===== src/rtl/pp_refill_pkg.sv =====
package pp_refill_pkg;

    typedef enum logic [2:0] {
        ST_IDLE   = 3'd0,
        ST_LOAD   = 3'd1,
        ST_WATCH  = 3'd2,
        ST_REFILL = 3'd3,
        ST_DONE   = 3'd4
    } refill_state_e;

endpackage


===== src/rtl/bank_sync.sv =====
module bank_sync #(
    parameter int STAGES = 2
) (
    input  logic clk,
    input  logic rst_n,
    input  logic async_in,
    output logic sync_out
);

    logic [STAGES-1:0] chain_q;

    generate
        if (STAGES > 1) begin : g_multi
            always_ff @(posedge clk or negedge rst_n) begin
                if (!rst_n) chain_q <= '0;
                else        chain_q <= {chain_q[STAGES-2:0], async_in};
            end
        end else begin : g_single
            always_ff @(posedge clk or negedge rst_n) begin
                if (!rst_n) chain_q <= '0;
                else        chain_q <= async_in;
            end
        end
    endgenerate

    assign sync_out = chain_q[STAGES-1];

endmodule


===== src/rtl/chunk_calc.sv =====
module chunk_calc #(
    parameter int SRC_W = 23,
    parameter int LEN_W = 15,
    parameter int CHUNK = 16384
) (
    input  logic [SRC_W-1:0] offset,
    input  logic [SRC_W-1:0] total,
    output logic [LEN_W-1:0] len,
    output logic [SRC_W-1:0] next_off,
    output logic             last
);

    localparam logic [SRC_W-1:0] CHUNK_S = SRC_W'(CHUNK);
    localparam logic [LEN_W-1:0] CHUNK_L = LEN_W'(CHUNK);

    logic [SRC_W-1:0] remaining;
    logic             full;

    always_comb begin
        remaining = total - offset;
        full      = (remaining >= CHUNK_S);
        len       = full ? CHUNK_L : LEN_W'(remaining);
        next_off  = offset + SRC_W'(len);
        last      = (remaining <= CHUNK_S);
    end

endmodule


===== src/rtl/refill_fsm.sv =====
module refill_fsm
    import pp_refill_pkg::*;
#(
    parameter int SRC_W = 23,
    parameter int LEN_W = 15,
    parameter int CHUNK = 16384
) (
    input  logic             clk,
    input  logic             rst_n,
    input  logic             start,
    input  logic [SRC_W-1:0] total_in,
    input  logic             seq_bank,
    input  logic             dma_ack,
    input  logic [LEN_W-1:0] calc_len,
    input  logic [SRC_W-1:0] calc_next,
    input  logic             calc_last,
    output logic [SRC_W-1:0] calc_off,
    output logic [SRC_W-1:0] calc_total,
    output logic             dma_req,
    output logic [SRC_W-1:0] dma_src,
    output logic             dma_bank,
    output logic [LEN_W-1:0] dma_len,
    output logic             done
);

    refill_state_e state_q, state_d;

    logic [SRC_W-1:0] total_q;
    logic [SRC_W-1:0] offset_q;
    logic [SRC_W-1:0] src_q;
    logic [LEN_W-1:0] len_q;
    logic             bank_q;
    logic             final_q;
    logic             last_bank_q;

    logic accepting;
    logic launch;
    logic mismatch;

    assign accepting = (state_q == ST_IDLE) || (state_q == ST_DONE);
    assign launch    = accepting && start && (total_in != '0);
    assign mismatch  = (state_q == ST_WATCH) && (seq_bank != last_bank_q);

    assign calc_off   = accepting ? '0 : offset_q;
    assign calc_total = accepting ? total_in : total_q;

    // state register
    always_ff @(posedge clk or negedge rst_n) begin
        if (!rst_n) state_q <= ST_IDLE;
        else        state_q <= state_d;
    end

    // next-state logic
    always_comb begin
        state_d = state_q;
        unique case (state_q)
            ST_IDLE, ST_DONE: begin
                if (start) state_d = (total_in == '0) ? ST_DONE : ST_LOAD;
            end
            ST_LOAD, ST_REFILL: begin
                if (dma_ack) state_d = final_q ? ST_DONE : ST_WATCH;
            end
            ST_WATCH: begin
                if (seq_bank != last_bank_q) state_d = ST_REFILL;
            end
            default: state_d = ST_IDLE;
        endcase
    end

    // request bookkeeping, captured when a transfer is issued
    always_ff @(posedge clk or negedge rst_n) begin
        if (!rst_n) begin
            total_q     <= '0;
            offset_q    <= '0;
            src_q       <= '0;
            len_q       <= '0;
            bank_q      <= 1'b0;
            final_q     <= 1'b0;
            last_bank_q <= 1'b0;
        end else if (launch) begin
            total_q     <= total_in;
            offset_q    <= calc_next;
            src_q       <= '0;
            len_q       <= calc_len;
            bank_q      <= 1'b0;
            final_q     <= calc_last;
            last_bank_q <= 1'b1;
        end else if (mismatch) begin
            offset_q    <= calc_next;
            src_q       <= offset_q;
            len_q       <= calc_len;
            bank_q      <= last_bank_q;
            final_q     <= calc_last;
            last_bank_q <= seq_bank;
        end
    end

    // outputs
    always_comb begin
        dma_req  = (state_q == ST_LOAD) || (state_q == ST_REFILL);
        done     = (state_q == ST_DONE);
        dma_src  = src_q;
        dma_bank = bank_q;
        dma_len  = len_q;
    end


    req_hold_chk: assert property (@(posedge clk) disable iff (!rst_n)
        dma_req && !dma_ack |=> dma_req && $stable(dma_src) && $stable(dma_bank) && $stable(dma_len));


    req_drop_chk: assert property (@(posedge clk) disable iff (!rst_n)
        dma_req && dma_ack |=> !dma_req);


    len_range_chk: assert property (@(posedge clk) disable iff (!rst_n)
        dma_req |-> (dma_len != '0) && (dma_len <= LEN_W'(CHUNK)));


    done_quiet_chk: assert property (@(posedge clk) disable iff (!rst_n)
        done && !start |=> done && !dma_req);


    first_bank_chk: assert property (@(posedge clk) disable iff (!rst_n)
        $rose(dma_req) && (dma_src == '0) |-> !dma_bank);

endmodule


===== src/rtl/pp_refill_ctrl.sv =====
module pp_refill_ctrl #(
    parameter int ADDR_W      = 15,
    parameter int MAX_INSTR   = 8192000,
    parameter int SYNC_STAGES = 2,
    localparam int CHUNK      = 1 << (ADDR_W - 1),
    localparam int SRC_W      = $clog2(MAX_INSTR + 1),
    localparam int LEN_W      = $clog2(CHUNK + 1)
) (
    input  logic             clk,
    input  logic             rst_n,
    input  logic             start,
    input  logic [SRC_W-1:0] total_instr,
    input  logic             seq_rd_msb,
    output logic             dma_req,
    input  logic             dma_ack,
    output logic [SRC_W-1:0] dma_src,
    output logic             dma_bank,
    output logic [LEN_W-1:0] dma_len,
    output logic             done
);

    logic             seq_bank_s;
    logic [SRC_W-1:0] calc_off;
    logic [SRC_W-1:0] calc_total;
    logic [LEN_W-1:0] calc_len;
    logic [SRC_W-1:0] calc_next;
    logic             calc_last;

    bank_sync #(
        .STAGES (SYNC_STAGES)
    ) u_sync (
        .clk      (clk),
        .rst_n    (rst_n),
        .async_in (seq_rd_msb),
        .sync_out (seq_bank_s)
    );

    chunk_calc #(
        .SRC_W (SRC_W),
        .LEN_W (LEN_W),
        .CHUNK (CHUNK)
    ) u_calc (
        .offset   (calc_off),
        .total    (calc_total),
        .len      (calc_len),
        .next_off (calc_next),
        .last     (calc_last)
    );

    refill_fsm #(
        .SRC_W (SRC_W),
        .LEN_W (LEN_W),
        .CHUNK (CHUNK)
    ) u_fsm (
        .clk        (clk),
        .rst_n      (rst_n),
        .start      (start),
        .total_in   (total_instr),
        .seq_bank   (seq_bank_s),
        .dma_ack    (dma_ack),
        .calc_len   (calc_len),
        .calc_next  (calc_next),
        .calc_last  (calc_last),
        .calc_off   (calc_off),
        .calc_total (calc_total),
        .dma_req    (dma_req),
        .dma_src    (dma_src),
        .dma_bank   (dma_bank),
        .dma_len    (dma_len),
        .done       (done)
    );

endmodule


===== config.mk =====
export PLATFORM = sky130hd
export DESIGN_NAME = pp_refill_ctrl
export DESIGN_NICKNAME = d
export VERILOG_FILES = /design/src/rtl/pp_refill_pkg.sv /design/src/rtl/bank_sync.sv /design/src/rtl/chunk_calc.sv /design/src/rtl/refill_fsm.sv /design/src/rtl/pp_refill_ctrl.sv
export SDC_FILE = /design/constraint.sdc
export NUM_CORES = 1
export LEC_CHECK = 0
export BUFFER_PORTS_ARGS = -buffer_cell sky130_fd_sc_hd__buf_4
export CAP_MARGIN = 10
export CORE_MARGIN = 8
export CORE_UTILIZATION = 40
export DETAILED_ROUTE_END_ITERATION = 8
export PLACE_DENSITY = 0.68
export SYNTH_ARGS = -nofsm -noshare
export SYNTH_HDL_FRONTEND = slang
export SYNTH_HIERARCHICAL = 1
export SYNTH_SLANG_ARGS = --single-unit

===== constraint.sdc =====
create_clock -name clk -period 7.55 [get_ports clk]
set_input_delay 1.1325 -clock clk [delete_from_list [all_inputs] [get_ports clk]]
set_output_delay 1.1325 -clock clk [all_outputs]
set_load 0.1 [all_outputs]

== Word level (Yosys, flattened, before mapping) ==
Cells that the tools add are included.
W data, S select, Z words.
Storage, ports and cells
  input bits: 28
  output and inout port bits: 41
  bits in registers: 92
Cells by class
  equal/unequal tests: 8
  add/subtract/negate cells: 2
  reductions and logical operators: 12
  $lt $le $gt $ge: 2
  multiplexer cells: 21
Operators by type and width (number)
  $mux W23: 6
  $mux W15: 3
  $add A23 B15 Y23: 1
  $ge A23 B15 Y1 const B: 1
  $le A23 B15 Y1 const B: 1
  $logic_not A23 Y1: 1
  $reduce_bool A23 Y1: 1
  $sub A23 B23 Y23: 1
  $mux W3: 5
  $pmux W3 S3: 1
  $eq A3 B2 Y1 const B: 2
  $mux W1: 6
  $ne A2 B2 Y1 const B: 3
  $reduce_or A2 Y1: 2
  $eq A3 B1 Y1 const B: 1
  $eq A3 B3 Y1 const B: 1
  $logic_and A1 B1 Y1: 3
  $logic_not A3 Y1: 1
  $reduce_and A3 Y1: 1
  $logic_or A1 B1 Y1: 2
  $reduce_bool A2 Y1: 1
  $ne A1 B1 Y1: 1

== Depth between registers and ports, before layout ==
  depth in word-level cells: 9
  gate-level depth with buffers: 33
  depth with buffers taken out: 30

== By module ==
The synthesis kept the hierarchy.
By module, submodules not included
  refill_fsm: cells each 414, sequential area each 2252.2 um^2, times used 1, area an instance 4490.6 um^2
  chunk_calc: cells each 337, sequential area each 0.0 um^2, times used 1, area an instance 2268.4 um^2
  bank_sync: cells each 2, sequential area each 50.0 um^2, times used 1, area an instance 50.0 um^2

== Worst setup path before layout ==
No wires, ideal clock.
  path kind: input-to-reg
  start point: input total_instr[0]
  end point: register u_fsm.offset_q[18]
  path buffers: 1
  arrival time: 6620 ps
  stages on the path: 30
  data required time: 7449 ps
  slack: 829 ps
  cell sequence: mux2_2 -> inv_1 -> ha_1 -> inv_1 -> fa_1 -> a21oi_4 -> o2bb2ai_2 -> o31a_4 -> a41oi_4 -> o21ai_0 -> xnor2_1 -> nor4_2 -> nand4_1 -> or2_1 -> buf_2 -> or3b_1 -> fa_1 -> nor2b_1 -> o21ai_0 -> a21boi_0 -> o21a_1 -> o21ai_0 -> a21o_1 -> a31o_2 -> a21oi_1 -> o211ai_1 -> a21boi_0 -> xnor2_1 -> nand2_1 -> o32ai_1
On the way
  longest elaborated chain between the ends: 7
  elaborated cells between the ends (all ways): 10
  classes of those cells: 2 x add/sub; 1 x order compare; 4 x mux; 3 x reduce/logical
Ends and longest elaborated chain
  from (decl): RTL line pp_refill_ctrl.sv:12  | input logic [SRC_W-1:0] total_instr,
  $mux W23 *: RTL line refill_fsm.sv:45  | assign calc_total = accepting ? total_in : total_q;
  $sub A23 B23 Y23 *: RTL line chunk_calc.sv:20  | remaining = total - offset;
  $ge A23 B15 Y1: RTL line chunk_calc.sv:21  | full = (remaining >= CHUNK_S);
  $mux W15 *: RTL line chunk_calc.sv:22  | len = full ? CHUNK_L : LEN_W'(remaining);
  $add A23 B15 Y23 *: RTL line chunk_calc.sv:23  | next_off = offset + SRC_W'(len);
  via calc_next[18]: RTL line pp_refill_ctrl.sv:26  | logic [SRC_W-1:0] calc_next;
  $mux W23: RTL line refill_fsm.sv:88  | end else if (mismatch) begin
  $mux W23 *: RTL line refill_fsm.sv:80  | end else if (launch) begin
  to (signal assigned): RTL line refill_fsm.sv:82  | offset_q <= calc_next;
  to (signal assigned): RTL line refill_fsm.sv:89  | offset_q <= calc_next;
  to (decl): RTL line refill_fsm.sv:29  | logic [SRC_W-1:0] offset_q;
The timed path passes the listed nets; every way through them passes the cells marked *. The select of a mux whose other input is x is not followed.
A chain may end at the register's enable or synchronous reset.

== Worst setup path after layout ==
  start point: input total_instr[0]
  end point: register u_fsm.offset_q[18]
On the way
  longest elaborated chain between the ends: 7
  elaborated cells between the ends (all ways): 10
  classes of those cells: 2 x add/sub; 1 x order compare; 4 x mux; 3 x reduce/logical
Ends and longest elaborated chain
  $mux W23 *: RTL line refill_fsm.sv:45
  via calc_total[0]: RTL line pp_refill_ctrl.sv:24  | logic [SRC_W-1:0] calc_total;
  $sub A23 B23 Y23 *: RTL line chunk_calc.sv:20
  $ge A23 B15 Y1: RTL line chunk_calc.sv:21
  $mux W15 *: RTL line chunk_calc.sv:22
  via calc_len[14]: RTL line pp_refill_ctrl.sv:25  | logic [LEN_W-1:0] calc_len;
  $add A23 B15 Y23 *: RTL line chunk_calc.sv:23
  via calc_next[18]: RTL line pp_refill_ctrl.sv:26
  $mux W23: RTL line refill_fsm.sv:88
  $mux W23 *: RTL line refill_fsm.sv:80
Marks and branches as above.

==> impl_metrics.prom <==
# TYPE chip_impl_metric gauge
chip_impl_info{name="status",value="completed"} 1
chip_impl_metric{name="detailed_place.area",unit="mm2"} 0.00748
chip_impl_metric{name="grt_antenna_before_repair",unit=""} 0
chip_impl_info{name="timing.hold.worst.class",value="reg2reg"} 1
chip_impl_metric{name="finalPower",unit="W"} 0.00371
chip_impl_metric{name="grt_pass1_wl",unit="um"} 28000
chip_impl_metric{name="multi_input_area",unit="mm2"} 0.00402
chip_impl_metric{name="fin_crit_sh",unit=""} 0.920
chip_impl_info{name="synth_top_cell_by_area",value="dfrtp_1"} 1
chip_impl_metric{name="final-hold-violation-count",unit=""} 0
chip_impl_metric{name="seqCellArea",unit="mm2"} 0.00230
chip_impl_metric{name="slew_headroom",unit=""} 0.230
chip_impl_metric{name="drtIter0Drc",unit=""} 316
chip_impl_metric{name="drive_above_1_share",unit=""} 0.221
chip_impl_metric{name="detail_route.wirelength",unit="um"} 17100
chip_impl_metric{name="layout.cell_area.non_filler",unit="mm2"} 0.00782
chip_impl_info{name="timing.critical_path.to_type",value="register"} 1
chip_impl_metric{name="cts_repair_resize_count",unit=""} 0
chip_impl_metric{name="num_antenna_cells",unit=""} 0
chip_impl_metric{name="gpl.final_weighted_congestion",unit=""} 0.951
chip_impl_metric{name="synth-async-reset-ratio",unit=""} 1.00
chip_impl_metric{name="postCtsSetupRepairBufs",unit=""} 0
chip_impl_metric{name="placed_cells",unit=""} 1010
chip_impl_metric{name="first_pass_iters",unit=""} 4
chip_impl_metric{name="setup_total_negative_slack",unit="ns"} 0
chip_impl_metric{name="route.antenna.remaining_nets",unit=""} 0
chip_impl_metric{name="worst-endpoint-arrival",unit="ns"} 7.21
chip_impl_metric{name="maxCapViolCount",unit=""} 0
chip_impl_metric{name="cts_hold_buf",unit=""} 0
chip_impl_metric{name="die_area",unit="mm2"} 0.0215
chip_impl_metric{name="routedWlPerCell",unit="um"} 16.6
chip_impl_metric{name="fillerInstances",unit=""} 1615
chip_impl_metric{name="worstPathRequired",unit="ns"} 7.81
chip_impl_metric{name="synth_cells",unit=""} 753
chip_impl_metric{name="boundaryPins",unit=""} 69
chip_impl_metric{name="ys_ff_latch",unit=""} 92
chip_impl_info{name="cts_root_buffer",value="clkbuf_16"} 1
chip_impl_metric{name="via_density_per_instance",unit=""} 5.32
chip_impl_info{name="slowest_stage",value="fa_1"} 1
chip_impl_metric{name="finish.cell_count_without_fillers",unit=""} 1025
chip_impl_metric{name="synthesis.nets",unit=""} 819
chip_impl_metric{name="place.detailed.hpwl",unit="um"} 13000
chip_impl_metric{name="power_density_over_cell_area",unit="mW/mm2"} 474
chip_impl_metric{name="place.port_buffers",unit=""} 68
chip_impl_info{name="dominantRegCellSynth",value="dfrtp_1"} 1
chip_impl_metric{name="cts_max_level",unit=""} 3
chip_impl_metric{name="core",unit="mm2"} 0.0166
chip_impl_metric{name="effective_utilization_at_floorplan",unit=""} 0.409
chip_impl_info{name="startpoint_type",value="input pin"} 1
chip_impl_metric{name="remaining_drc_errors",unit=""} 0
chip_impl_metric{name="vias_in_the_first_global_route",unit=""} 5355
chip_impl_metric{name="critical-path-max-stage-delay",unit="ns"} 0.43
chip_impl_metric{name="cts.path.max_buffers",unit=""} 2
chip_impl_metric{name="cts.reportedPaths.clkPinSlew",unit="ns"} 0.07
chip_impl_metric{name="cts_sinks",unit=""} 92
chip_impl_info{name="tritoncts",value="done"} 1
chip_impl_metric{name="ys_warn_count",unit=""} 6
chip_impl_metric{name="maxClockFrequency",unit="MHz"} 144
chip_impl_metric{name="fp.dieW",unit="um"} 146
chip_impl_metric{name="avgSynthCellArea",unit="um2"} 9.04
chip_impl_metric{name="finish.utilization",unit=""} 0.470
chip_impl_metric{name="std_cell_rows",unit=""} 47
chip_impl_metric{name="die_y",unit="um"} 146
chip_impl_metric{name="leak_pwr",unit="nW"} 3.41
chip_impl_metric{name="critical_path_peak_fanout",unit=""} 5
chip_impl_metric{name="area_growth",unit="%"} 14.9
chip_impl_metric{name="clock_skew",unit="ns"} 0.0128
chip_impl_metric{name="post_synth_instance_area",unit="mm2"} 0.00681
chip_impl_metric{name="final_net_count",unit=""} 867
chip_impl_info{name="post_synth_main_area_contributors",value="dfrtp_1, o32ai_2, ha_1, nand2_1, mux2_2"} 1
chip_impl_metric{name="worst_slew_pin_slew",unit="ns"} 1.16
chip_impl_metric{name="final_period_minus_worst_setup_slack",unit="ns"} 6.95
chip_impl_metric{name="synth_enable_flop_cells",unit=""} 0
chip_impl_info{name="cpMostUsedCell",value="o21ai_0"} 1
chip_impl_metric{name="gr-usage-all-layers",unit=""} 0.160
chip_impl_info{name="critical_path_class",value="in2reg"} 1
chip_impl_metric{name="yosysTopAreaCellShare",unit=""} 0.338
chip_impl_metric{name="power.ir.vdd_worst",unit="V"} 0.000219
chip_impl_metric{name="slew_viol_final",unit=""} 0
chip_impl_metric{name="vias",unit=""} 5456
chip_impl_metric{name="total_overflow_reported_by_the_global_router",unit=""} 0
chip_impl_metric{name="part_of_the_yosys_area_used_for_sequential_elements",unit=""} 0.338
chip_impl_metric{name="largest_net_degree_at_the_start_of_global_routing",unit=""} 66
chip_impl_info{name="rsz_0062_raised_after_global_routing",value="false"} 1
chip_impl_metric{name="cts-buffers-inserted",unit=""} 9
chip_impl_metric{name="setup_violations",unit=""} 0
chip_impl_metric{name="clock_latency",unit="ns"} 0.36
chip_impl_metric{name="synth.distinct_cells",unit=""} 68
[metrics by stage]
step	hold slack (ns)	setup slack, ns
after floorplan	0.331	0.829
after global placement	0.332	0.449
after detailed placement	0.336	0.237
after CTS	0.347	0.594
after global routing	0.347	0.131
final	0.347	0.603
[power by group]
group          internal [W]  leakage [nW]  total, W  switching [W]
Combinational      0.000911          2.03   0.00244        0.00153
Sequential         0.000649          1.22  0.000741      0.0000921
Clock              0.000325         0.165  0.000524       0.000199
Total               0.00188          3.41   0.00371        0.00182
[worst paths after layout]
kind                       cells after the start  slack, ns         startpoint            endpoint
setup / recovery                              30       0.60     total_instr[0]  u_fsm/offset_q[18]
max in group asynchronous                      2       5.70              rst_n   u_fsm/dma_src[20]
setup reg to reg                              28       0.63   u_fsm/state_q[0]  u_fsm/offset_q[18]
hold reg to reg                                0       0.35  u_sync/chain_q[0]   u_sync/chain_q[1]
min in group asynchronous                      1       0.69              rst_n    u_fsm/total_q[8]
hold / removal                                 0       0.35  u_sync/chain_q[0]   u_sync/chain_q[1]
[layout by cell type (no fill, tap or decap), types with 9 or more instances in the layout]
cell	Yosys	layout
o21ai_0	25	25
o32ai_2	37	37
xnor2_1	30	30
mux2_2	28	28
nand2_1	115	115
buf_4	1	77
mux2_1	10	10
a21oi_1	57	57
nor3_1	10	10
clkbuf_16	0	9
inv_1	77	77
xor2_1	14	14
ha_1	36	36
dfrtp_1	92	92
a22o_1	9	9
nor2_1	57	56
[area by class of cell]
cell class / instances / share of cell area
timing repair buffer: 78 / 0.0765
clock buffer: 10 / 0.0293
clock inverter: 5 / 0.0141
tap: 220 / 0.0352
multi-input combinational: 543 / 0.514
sequential: 92 / 0.294
inverter: 77 / 0.0370
[cells by family after synthesis]
family                     count (synthesis)  share of synthesized area
AOI/OAI and AO/OA                        182                      0.232
and+or+nand+nor                          239                      0.160
DFF                                       92                      0.338
adders and majority gates                 38                     0.0720
xor gates and xnor gates                  45                     0.0590
muxes                                     39                     0.0643
buffers and inverters                    118                     0.0753
[routing by layer]
layer  vias to the layer above  track usage  routed length [um]
met3                        17       0.0371                 637
li1                       2723            -                   -
met1                      2630        0.220                8510
met4                         0       0.0448                 270
met5                         -            0                   0
met2                        86        0.246                7640
[worst max-delay path: cells and delay by family]
kind            cells  cell delay (ns)
compound gates     15             2.83
xor+xnor            2             0.32
fa+ha+maj           3             1.00
buf+inv             3             0.25
mux                 1             0.26
simple gates        6             1.43
[state kept, by name, indices dropped and copies added, names as in the netlist]
register,count
u_fsm/final_q,1
u_fsm/total_q,23
u_fsm/dma_src,23
u_fsm/dma_bank,1
u_fsm/state_q,3
u_fsm/offset_q,23
u_fsm/dma_len,15
u_sync/chain_q,2
u_fsm/last_bank_q,1
[synth_stat cells (4+ instances only)]
library cell / n
a21boi_0: 4
and2_1: 5
xor2_1: 14
nand2b_1: 7
mux2_2: 28
nor4_1: 5
o21ai_0: 25
o21a_1: 4
buf_2: 17
nor2b_1: 4
clkbuf_1: 16
o32ai_2: 37
inv_1: 77
nor3b_1: 4
ha_1: 36
nor2_1: 57
o21bai_1: 5
a21o_1: 6
a22o_1: 9
nor3_1: 10
dfrtp_1: 92
nand2_1: 115
mux2_1: 10
nand4_1: 7
nand3_1: 7
xnor2_1: 30
a31oi_1: 6
a21oi_1: 57
buf_6: 6
(Power assumes the default switching activity.)
